$ cat config.mk
export PLATFORM = sky130hd
export DESIGN_NAME = prio_intc
export DESIGN_NICKNAME = d
export VERILOG_FILES = /design/src/rtl/prio_intc_pkg.sv /design/src/rtl/prio_intc_regs.sv /design/src/rtl/prio_intc_capture.sv /design/src/rtl/prio_intc_arb.sv /design/src/rtl/prio_intc.sv
export SDC_FILE = /design/constraint.sdc
export NUM_CORES = 1
export LEC_CHECK = 0
export BUFFER_PORTS_ARGS = -buffer_cell sky130_fd_sc_hd__buf_2
export CAP_MARGIN = 20
export CELL_PAD_IN_SITES_DETAIL_PLACEMENT = 1
export CELL_PAD_IN_SITES_GLOBAL_PLACEMENT = 2
export CORE_UTILIZATION = 43
export DETAILED_ROUTE_END_ITERATION = 10
export PLACE_DENSITY = 0.85
export SLEW_MARGIN = 20
export SYNTH_ARGS = -nofsm -noshare
export SYNTH_HDL_FRONTEND = slang
export SYNTH_SLANG_ARGS = --single-unit
$ cat constraint.sdc
create_clock -name clk -period 21.8 [get_ports clk]
set_clock_uncertainty 0.05 [all_clocks]
set_input_delay 2.18 -clock clk [delete_from_list [all_inputs] [get_ports clk]]
set_output_delay 2.18 -clock clk [all_outputs]
set_load 0.05 [all_outputs]
$ cat src/rtl/prio_intc_pkg.sv
package prio_intc_pkg;
  localparam int PRIO_W = 5;
  localparam int CFG_W  = PRIO_W + 2;

  // word addresses of the register port
  localparam int A_PEND  = 0;
  localparam int A_MASK  = 1;
  localparam int A_INUM  = 2;
  localparam int A_FNUM  = 3;
  localparam int A_CTRL  = 4;
  localparam int A_GATE  = 5;
  localparam int A_CFG0  = 32;

  typedef struct packed {
    logic [PRIO_W-1:0] prio;
    logic              lvl;
    logic              fast;
  } line_cfg_t;
endpackage

$ cat src/rtl/prio_intc_regs.sv
module prio_intc_regs
  import prio_intc_pkg::*;
#(
  parameter int N_LINES    = 32,
  parameter int ADDR_W     = 7,
  parameter int DATA_W     = 32,
  parameter bit PRIMARY    = 1'b1,
  localparam int LW        = $clog2(N_LINES)
) (
  input  logic                      clk,
  input  logic                      rst_n,
  input  logic                      wr_en,
  input  logic [ADDR_W-1:0]         addr,
  input  logic [DATA_W-1:0]         wdata,
  input  logic [N_LINES-1:0]        pend_q,
  input  logic [LW-1:0]             inum,
  input  logic [LW-1:0]             fnum,
  output line_cfg_t [N_LINES-1:0]   cfg_q,
  output logic [N_LINES-1:0]        mask_q,
  output logic                      gate_q,
  output logic                      pend_wr,
  output logic                      ack_irq,
  output logic                      ack_fiq,
  output logic [DATA_W-1:0]         rdata
);
  localparam logic [ADDR_W-1:0] AD_PEND = ADDR_W'(A_PEND);
  localparam logic [ADDR_W-1:0] AD_MASK = ADDR_W'(A_MASK);
  localparam logic [ADDR_W-1:0] AD_INUM = ADDR_W'(A_INUM);
  localparam logic [ADDR_W-1:0] AD_FNUM = ADDR_W'(A_FNUM);
  localparam logic [ADDR_W-1:0] AD_CTRL = ADDR_W'(A_CTRL);
  localparam logic [ADDR_W-1:0] AD_GATE = ADDR_W'(A_GATE);
  localparam logic [ADDR_W-1:0] AD_CFG0 = ADDR_W'(A_CFG0);

  logic [N_LINES-1:0] mask_d;
  logic               mask_en;
  logic               gate_d;
  logic               gate_en;

  assign pend_wr = wr_en && (addr == AD_PEND);
  assign ack_irq = wr_en && (addr == AD_CTRL) && wdata[0];
  assign ack_fiq = wr_en && (addr == AD_CTRL) && wdata[1];

  // per-line settings words
  for (genvar g = 0; g < N_LINES; g++) begin : g_cfg
    logic      cfg_en;
    line_cfg_t cfg_d;
    assign cfg_en = wr_en && (addr == ADDR_W'(A_CFG0 + g));
    always_comb begin
      cfg_d = wdata[CFG_W-1:0];
      if (!PRIMARY) cfg_d.fast = 1'b0;
    end
    always_ff @(posedge clk or negedge rst_n) begin
      if (!rst_n)      cfg_q[g] <= '0;
      else if (cfg_en) cfg_q[g] <= cfg_d;
    end
  end

  assign mask_en = wr_en && (addr == AD_MASK);
  assign mask_d  = wdata[N_LINES-1:0];
  assign gate_en = wr_en && (addr == AD_GATE);
  assign gate_d  = wdata[0];

  always_ff @(posedge clk or negedge rst_n) begin
    if (!rst_n) begin
      mask_q <= '1;
      gate_q <= 1'b1;
    end else begin
      if (mask_en) mask_q <= mask_d;
      if (gate_en) gate_q <= gate_d;
    end
  end

  // read mux
  logic [ADDR_W-1:0] cfg_off;
  assign cfg_off = addr - AD_CFG0;

  always_comb begin
    rdata = '0;
    if (addr >= AD_CFG0 && cfg_off < ADDR_W'(N_LINES)) begin
      rdata = DATA_W'(cfg_q[cfg_off[LW-1:0]]);
    end else begin
      case (addr)
        AD_PEND: rdata = DATA_W'(pend_q);
        AD_MASK: rdata = DATA_W'(mask_q);
        AD_INUM: rdata = DATA_W'(inum);
        AD_FNUM: rdata = DATA_W'(fnum);
        AD_GATE: rdata = DATA_W'(gate_q);
        default: rdata = '0;
      endcase
    end
  end
endmodule

$ cat src/rtl/prio_intc_capture.sv
module prio_intc_capture #(
  parameter int N_LINES = 32
) (
  input  logic               clk,
  input  logic               rst_n,
  input  logic [N_LINES-1:0] line_n,
  input  logic [N_LINES-1:0] lvl,
  input  logic               pend_wr,
  input  logic [N_LINES-1:0] keep,
  input  logic [N_LINES-1:0] ack_clr,
  output logic [N_LINES-1:0] pend_q
);
  logic [N_LINES-1:0] line_q;
  logic [N_LINES-1:0] fall;
  logic [N_LINES-1:0] hold;
  logic [N_LINES-1:0] edge_d;
  logic [N_LINES-1:0] pend_d;

  always_comb begin
    fall   = line_q & ~line_n;
    hold   = pend_q & ~ack_clr & (pend_wr ? keep : {N_LINES{1'b1}});
    edge_d = hold | fall;
    pend_d = (lvl & ~line_n) | (~lvl & edge_d);
  end

  always_ff @(posedge clk or negedge rst_n) begin
    if (!rst_n) begin
      line_q <= '1;
      pend_q <= '0;
    end else begin
      line_q <= line_n;
      pend_q <= pend_d;
    end
  end
endmodule

$ cat src/rtl/prio_intc_arb.sv
module prio_intc_arb
  import prio_intc_pkg::*;
#(
  parameter int N_LINES = 32,
  localparam int LW     = $clog2(N_LINES)
) (
  input  logic                           clk,
  input  logic                           rst_n,
  input  logic [N_LINES-1:0]             cand,
  input  logic [N_LINES-1:0][PRIO_W-1:0] prio,
  input  logic                           open,
  input  logic                           ack,
  output logic                           held_q,
  output logic [LW-1:0]                  num_q,
  output logic [N_LINES-1:0]             ack_clr
);
  logic              found;
  logic [LW-1:0]     best;
  logic [PRIO_W-1:0] best_p;
  logic              held_d;
  logic [LW-1:0]     num_d;

  // linear scan: strict compare keeps the lowest index on ties
  always_comb begin
    found  = 1'b0;
    best   = '0;
    best_p = '1;
    for (int i = 0; i < N_LINES; i++) begin
      if (cand[i] && (!found || prio[i] < best_p)) begin
        found  = 1'b1;
        best   = LW'(i);
        best_p = prio[i];
      end
    end
  end

  always_comb begin
    held_d = held_q;
    num_d  = num_q;
    if (ack) begin
      held_d = 1'b0;
      num_d  = '0;
    end else if (!held_q && found && open) begin
      held_d = 1'b1;
      num_d  = best;
    end
  end

  always_comb begin
    ack_clr = '0;
    if (ack && held_q) ack_clr[num_q] = 1'b1;
  end

  always_ff @(posedge clk or negedge rst_n) begin
    if (!rst_n) begin
      held_q <= 1'b0;
      num_q  <= '0;
    end else begin
      held_q <= held_d;
      num_q  <= num_d;
    end
  end
endmodule

$ cat src/rtl/prio_intc.sv
module prio_intc
  import prio_intc_pkg::*;
#(
  parameter int N_LINES = 32,
  parameter int ADDR_W  = 7,
  parameter int DATA_W  = 32,
  parameter bit PRIMARY = 1'b1
) (
  input  logic                       clk,
  input  logic                       rst_n,
  input  logic                       wr_en,
  input  logic [ADDR_W-1:0]          addr,
  input  logic [DATA_W-1:0]          wdata,
  output logic [DATA_W-1:0]          rdata,
  input  logic [N_LINES-1:0]         line_n,
  output logic                       irq_o,
  output logic                       fiq_o,
  output logic [$clog2(N_LINES)-1:0] irq_num_o,
  output logic [$clog2(N_LINES)-1:0] fiq_num_o
);
  localparam int LW = $clog2(N_LINES);

  logic [1:0] rst_sync;
  logic       srst_n;

  always_ff @(posedge clk or negedge rst_n) begin
    if (!rst_n) rst_sync <= 2'b00;
    else        rst_sync <= {rst_sync[0], 1'b1};
  end
  assign srst_n = rst_sync[1];

  line_cfg_t [N_LINES-1:0]         cfg_q;
  logic [N_LINES-1:0]              mask_q;
  logic                            gate_q;
  logic                            pend_wr;
  logic                            ack_irq;
  logic                            ack_fiq;
  logic [N_LINES-1:0]              pend_q;
  logic [N_LINES-1:0]              lvl;
  logic [N_LINES-1:0]              fast;
  logic [N_LINES-1:0][PRIO_W-1:0]  prio;
  logic [N_LINES-1:0]              cand_irq;
  logic [N_LINES-1:0]              cand_fiq;
  logic [N_LINES-1:0]              clr_irq;
  logic [N_LINES-1:0]              clr_fiq;
  logic                            irq_held;
  logic                            fiq_held;
  logic [LW-1:0]                   inum;
  logic [LW-1:0]                   fnum;

  prio_intc_regs #(
    .N_LINES(N_LINES), .ADDR_W(ADDR_W), .DATA_W(DATA_W), .PRIMARY(PRIMARY)
  ) u_regs (
    .clk(clk), .rst_n(srst_n), .wr_en(wr_en), .addr(addr), .wdata(wdata),
    .pend_q(pend_q), .inum(inum), .fnum(fnum), .cfg_q(cfg_q),
    .mask_q(mask_q), .gate_q(gate_q), .pend_wr(pend_wr),
    .ack_irq(ack_irq), .ack_fiq(ack_fiq), .rdata(rdata)
  );

  for (genvar g = 0; g < N_LINES; g++) begin : g_split
    assign lvl[g]  = cfg_q[g].lvl;
    assign fast[g] = cfg_q[g].fast;
    assign prio[g] = cfg_q[g].prio;
  end

  prio_intc_capture #(.N_LINES(N_LINES)) u_cap (
    .clk(clk), .rst_n(srst_n), .line_n(line_n), .lvl(lvl),
    .pend_wr(pend_wr), .keep(wdata[N_LINES-1:0]),
    .ack_clr(clr_irq | clr_fiq), .pend_q(pend_q)
  );

  assign cand_irq = pend_q & ~mask_q & ~fast;

  if (PRIMARY) begin : g_fast
    assign cand_fiq = pend_q & ~mask_q & fast;
  end else begin : g_nofast
    assign cand_fiq = '0;
  end

  prio_intc_arb #(.N_LINES(N_LINES)) u_arb_irq (
    .clk(clk), .rst_n(srst_n), .cand(cand_irq), .prio(prio),
    .open(~gate_q), .ack(ack_irq), .held_q(irq_held), .num_q(inum),
    .ack_clr(clr_irq)
  );

  prio_intc_arb #(.N_LINES(N_LINES)) u_arb_fiq (
    .clk(clk), .rst_n(srst_n), .cand(cand_fiq), .prio(prio),
    .open(~gate_q), .ack(ack_fiq), .held_q(fiq_held), .num_q(fnum),
    .ack_clr(clr_fiq)
  );

  assign irq_o     = irq_held & ~gate_q;
  assign fiq_o     = fiq_held & ~gate_q;
  assign irq_num_o = inum;
  assign fiq_num_o = fnum;
endmodule

==> results_dict.tcl, run 1 <==
set metrics [dict create \
    outcome "did not finish" \
    last-stage-reached "global routing (5_1_grt)" \
    error_line "[ERROR GRT-0232] Routing congestion too high. Check the congestion heatmap in the GUI." \
    mappedNetlistNets 3943 \
    postCtsHoldBufs 0 \
    synth.area.top_cells "sky130_fd_sc_hd__dfrtp_1 (21%), sky130_fd_sc_hd__mux2_2 (8.9%), sky130_fd_sc_hd__dfstp_2 (5.2%)" \
    grt_start_max_net_pins 158 \
    muxShareOfSynthArea_pct 17.0 \
    chipWidth_microns 277 \
    synth_largest_area_cell "sky130_fd_sc_hd__dfrtp_1" \
    ys_seq_area_share_pct 26.0 \
    number_of_rows_created_at_floorplan 100 \
    synth_top_family_by_area "compound AO/OA/AOI/OAI gates" \
    place_hpwl_mm 125 \
    clkSinkCount 335 \
    post_synth_xor_area_fraction_pct 0.887 \
    synth_top_area_share_pct 20.7 \
    cts_inserted_buffers 42 \
    yosys.area_share.simple_pct 20.5 \
    synth_fa_ha_area_share_pct 5.63 \
    async_flop_share_pct 100 \
    synth.ff_latch_count 335 \
    worst_path_end_type "register input" \
    dp.cells 5827 \
    design.portCount 118 \
    mean_post_synth_cell_area_sq_um 8.72 \
    yosys.cell_types.count 150 \
    fp.dieH_microns 277 \
    synth-compound-area-share_pct 25.5 \
    post_synth_inst_count 3737 \
    repair-timing-grt-worst-ep "u_arb_irq.num_q[3]$_DFFE_PN0P_/D" \
    htreeDepth 2 \
    grt_antenna_before_repair 75 \
    placedInstanceArea_sq_mm 0.0434 \
    effective_utilization_at_floorplan_pct 43.6 \
    synth_top_flop_cell "sky130_fd_sc_hd__dfrtp_1" \
    finalWeightedCongestion 0.986 \
    numPortBuffers 117 \
    gr-total-overflow 475 \
    number_of_flops_mapped_to_enable_cells_by_yosys 0 \
    synth.yosys.warnings 0 \
    maximum_number_of_buffers_from_clock_root_to_sink 3 \
    cts_root_buf "sky130_fd_sc_hd__clkbuf_16" \
    grt_util_all_layers_pct 86.0 \
    syn-cell-area_sq_mm 0.0326 \
]
-- per-stage QoR --
stage	setup slack [ns]	utilization (%)
detailed placement	-25.05	58.1
CTS	-22.82	63.2
floorplan	-21.63	-
global placement	-23.55	58.1
-- synth_stat cells (64+ instances only) --
library cell               instances
sky130_fd_sc_hd__dfstp_2          65
sky130_fd_sc_hd__nor3_1           68
sky130_fd_sc_hd__nand2_1         357
sky130_fd_sc_hd__dfrtp_1         270
sky130_fd_sc_hd__mux2_2          258
sky130_fd_sc_hd__ha_1            132
sky130_fd_sc_hd__nand3_1          99
sky130_fd_sc_hd__nor2_1          352
sky130_fd_sc_hd__inv_1           181
sky130_fd_sc_hd__mux2i_1          72
sky130_fd_sc_hd__clkbuf_1         64
sky130_fd_sc_hd__o21ai_0         220
sky130_fd_sc_hd__mux4_2           75
sky130_fd_sc_hd__a21oi_1         190
-- cell families after synthesis --
group                      after synthesis
AOI/OAI and AO/OA                     1133
xor gates and xnor gates                33
adders and majority gates              150
buffers and inverters                  334
DFF                                    335
muxes                                  423
other                                    1
and+or+nand+nor                       1328
-- what timing repair did --
action	4_1_cts
pin swaps	213
cloned	0
endpoints found under the hold margin	0
buffers inserted	179
endpoints found under the setup margin	10
gates resized for setup	229
-- metal layers --
| layer | GRT usage [%] | GRT overflow |
|---|---|---|
| met1 | 84.8 | 18 |
| met2 | 96.8 | 230 |
| met3 | 76.6 | 25 |
| met4 | 87.4 | 196 |
| met5 | 57.7 | 6 |
==> run 2, diff against run 1 <==
--- a/config.mk
+++ b/config.mk
@@ -7,11 +7,9 @@
 export LEC_CHECK = 0
 export BUFFER_PORTS_ARGS = -buffer_cell sky130_fd_sc_hd__buf_2
 export CAP_MARGIN = 20
-export CELL_PAD_IN_SITES_DETAIL_PLACEMENT = 1
-export CELL_PAD_IN_SITES_GLOBAL_PLACEMENT = 2
-export CORE_UTILIZATION = 43
+export CORE_UTILIZATION = 40
 export DETAILED_ROUTE_END_ITERATION = 10
-export PLACE_DENSITY = 0.85
+export PLACE_DENSITY_LB_ADDON = 0.15
 export SLEW_MARGIN = 20
 export SYNTH_ARGS = -nofsm -noshare
 export SYNTH_HDL_FRONTEND = slang
==> run 2 against run 1 <==
  * The flow now finishes, with violations (negative setup slack)
  * Synthesized cell count unchanged
  * Synthesized area unchanged
==> results_dict.tcl, run 2 <==
set metrics [dict create \
    finalSetupViolCount 10 \
    rrSetupSlack_ns -22.27 \
    number_of_flops_mapped_to_enable_cells_by_yosys 0 \
    synth.area.top_cells "sky130_fd_sc_hd__dfrtp_1 (21%), sky130_fd_sc_hd__mux2_2 (8.9%), sky130_fd_sc_hd__dfstp_2 (5.2%)" \
    grt_start_max_net_pins 75 \
    fin_crit_sh_pct 202 \
    hp-class "reg2reg" \
    grt_util_all_layers_pct 34.1 \
    floorplan.die_area_sq_mm 0.0826 \
    number_of_rows_created_at_floorplan 104 \
    gr-total-overflow 0 \
    finalWeightedCongestion 0.986 \
    effective_utilization_at_floorplan_pct 40.4 \
    failed_checks "negative setup slack" \
    cp_slowest_cell "sky130_fd_sc_hd__or4b_4" \
    place_hpwl_mm 109 \
    timing.setup.critical_path_class "reg2reg" \
    worst_r2r_startpoint "u_regs.mask_q[0]$_DFFE_PN1P_" \
    cts_tree "yes" \
    slowest_stage_delay_cp_ns 0.51 \
    routedWlPerCell_microns 23.4 \
    drc_errors 0 \
    cts_inserted_buffers 42 \
    post_synth_inst_count 3737 \
    cts_root_buf "sky130_fd_sc_hd__clkbuf_16" \
    r2r-end "u_arb_irq.num_q[1]$_DFFE_PN0P_" \
    post-synth-top-count-cell "sky130_fd_sc_hd__nand2_1" \
    critPathBufInv 41 \
    timing.hold.ws_ns 0.297 \
    instances_no_fill 6228 \
    max_cap_viols 0 \
    commonest_cells_after_routing_fill_and_taps_aside "sky130_fd_sc_hd__buf_4 (1369), sky130_fd_sc_hd__nand2_1 (320), sky130_fd_sc_hd__nor2_1 (309)" \
    crit_path_end_kind "register" \
    synth_largest_area_cell "sky130_fd_sc_hd__dfrtp_1" \
    crit_path_start_kind "register" \
    async_flop_share_pct 100 \
    grt_pass1_wl_mm 216 \
    largest_reg_flops 224 \
    number_of_global_route_vias_before_repair 35540 \
    mappedNetlistNets 3943 \
    outcome "finished with violations" \
    syn-cell-area_sq_mm 0.0326 \
    mean_post_synth_cell_area_sq_um 8.72 \
    htreeDepth 2 \
    ys_seq_area_share_pct 26.0 \
    path_max_fanout 6 \
    final_hold_vio_count 0 \
    avgViaCountPerCell 5.96 \
    yosys.cell_types.count 150 \
    post_route_cells_drive_above_1_share_pct 50.3 \
    synth.ff_latch_count 335 \
    floorplan.core_area_sq_mm 0.0805 \
    design.final.nets 5338 \
    detail_route_antenna_nets 0 \
    placedInstanceArea_sq_mm 0.0433 \
    max_clock_freq_mhz 22.7 \
    fp.dieH_microns 287 \
    numPortBuffers 117 \
    reg2regPathDepth 253 \
    path_depth 253 \
    report.final.slew_viol_count 0 \
    worst_path_most_repeated_cell "sky130_fd_sc_hd__buf_4" \
    maximum_number_of_buffers_from_clock_root_to_sink 3 \
    tightest_slew_ns 1.18 \
    grt_antenna_before_repair 7 \
    clock_pin_slew_on_the_worst_setup_and_hold_paths_ns 0.06 \
    synth_top_area_share_pct 20.7 \
    postLayoutSetupSlackWorst_ns -22.27 \
    drtIter0Drc 3260 \
    crit_path_end "u_arb_irq.num_q[1]$_DFFE_PN0P_" \
    worstSkewPairLatency_ns 0.60 \
    slew_limit_headroom_pct 21.3 \
    design.portCount 118 \
    chipWidth_microns 287 \
    layout_commonest_cell "sky130_fd_sc_hd__buf_4" \
    final_cell_area_sq_mm 0.0487 \
    via_count 37091 \
    most_flop_heavy_register "u_regs.cfg_q" \
    dp.cells 5895 \
    crit_arrival_ns 44.47 \
    rsz_0062_raised_after_global_routing "yes" \
    synth_top_flop_cell "sky130_fd_sc_hd__dfrtp_1" \
    area_growth_synth_to_finish_pct 49.4 \
    critical_path.startpoint "u_regs.mask_q[0]$_DFFE_PN1P_" \
    first_pass_iters 6 \
    finalWorstPathRequiredPeriod_ns 44.07 \
    synthTopCellsByCount "sky130_fd_sc_hd__nand2_1 (357), sky130_fd_sc_hd__nor2_1 (352), sky130_fd_sc_hd__dfrtp_1 (270)" \
    synth.yosys.warnings 0 \
    route.final.wire_length_mm 146 \
    timing.critical_path.max_delay_family "compound AO/OA/AOI/OAI gates" \
    worst_ep_required_time_ns 22.20 \
    clkSinkCount 335 \
]
[run 2: cell counts after synthesis]
Identical to the previous run, type by type.
[run 2: cell type report]
cell class | instances | area, sq um
repair buffers | 1503 | 11100
clock inverters | 17 | 221
diodes | 2 | 5.00
well taps | 1060 | 1330
multi-input cells | 3068 | 25700
fillers | 6955 | 31900
inverters | 182 | 708
clock buffers | 61 | 1210
flip-flops and latches | 335 | 8470
[run 2: metrics by stage]
stage	util (%)	setup TNS, ns	setup slack [ns]
2_1_floorplan	-	-214.51	-21.63
3_3_place_gp	53.8	-219.01	-23.67
3_5_place_dp	53.8	-226.14	-23.77
4_1_cts	57.8	-216.95	-21.89
5_1_grt	60.4	-238.96	-24.33
6_report	60.4	-216.79	-22.27
[run 2: worst min-delay path by stage]
| stage | start | end | slack [ns] | cells past startpoint |
|---|---|---|---|---|
| floorplan | rst_sync[0]$_DFF_PN0_ | rst_sync[1]$_DFF_PN0_ | 0.28 | 0 |
| global placement | rst_sync[0]$_DFF_PN0_ | rst_sync[1]$_DFF_PN0_ | 0.28 | 0 |
| detailed placement | rst_sync[0]$_DFF_PN0_ | rst_sync[1]$_DFF_PN0_ | 0.29 | 0 |
| CTS | rst_sync[0]$_DFF_PN0_ | rst_sync[1]$_DFF_PN0_ | 0.30 | 0 |
| global route | rst_sync[0]$_DFF_PN0_ | rst_sync[1]$_DFF_PN0_ | 0.30 | 0 |
| finish | rst_sync[0]$_DFF_PN0_ | rst_sync[1]$_DFF_PN0_ | 0.30 | 0 |
[run 2: logic make-up after synthesis]
family,after synthesis,share of synthesized area (%)
AOI/OAI and AO/OA,1133,25.5
xor gates and xnor gates,33,0.887
adders and majority gates,150,5.63
buffers and inverters,334,4.54
DFF,335,26.0
muxes,423,17.0
other,1,0.0115
and+or+nand+nor,1328,20.5
[run 2: per-layer routing]
| metal | vias to the layer above | wire (microns) | GRT usage, % |
|---|---|---|---|
| li1 | 17023 | - | - |
| met3 | 317 | 11700 | 6.17 |
| met5 | - | 73 | 0 |
| met2 | 1402 | 65600 | 53.7 |
| met1 | 18339 | 62400 | 46.2 |
| met4 | 10 | 6120 | 12.9 |
[run 2: worst reg2reg max path, delay by kind of cell, from the launching register on]
family | cells | cell delay (ns)
and+or+nand+nor | 64 | 9.57
DFF | 1 | 0.37
adders and majority gates | 30 | 7.51
buffers and inverters | 41 | 4.84
muxes | 14 | 3.46
AOI/OAI and AO/OA | 104 | 18.16
[run 2: repair_timing]
action | CTS | global route
gates resized for setup | 174 | 279
hold buffers | 0 | 0
endpoints found under the setup margin | 10 | 10
pin swaps | 165 | 271
buffers inserted | 142 | 111
Power of run 2 is not shown: default switching activity piles up to over one toggle a cycle in this logic, so the estimate is an artifact.
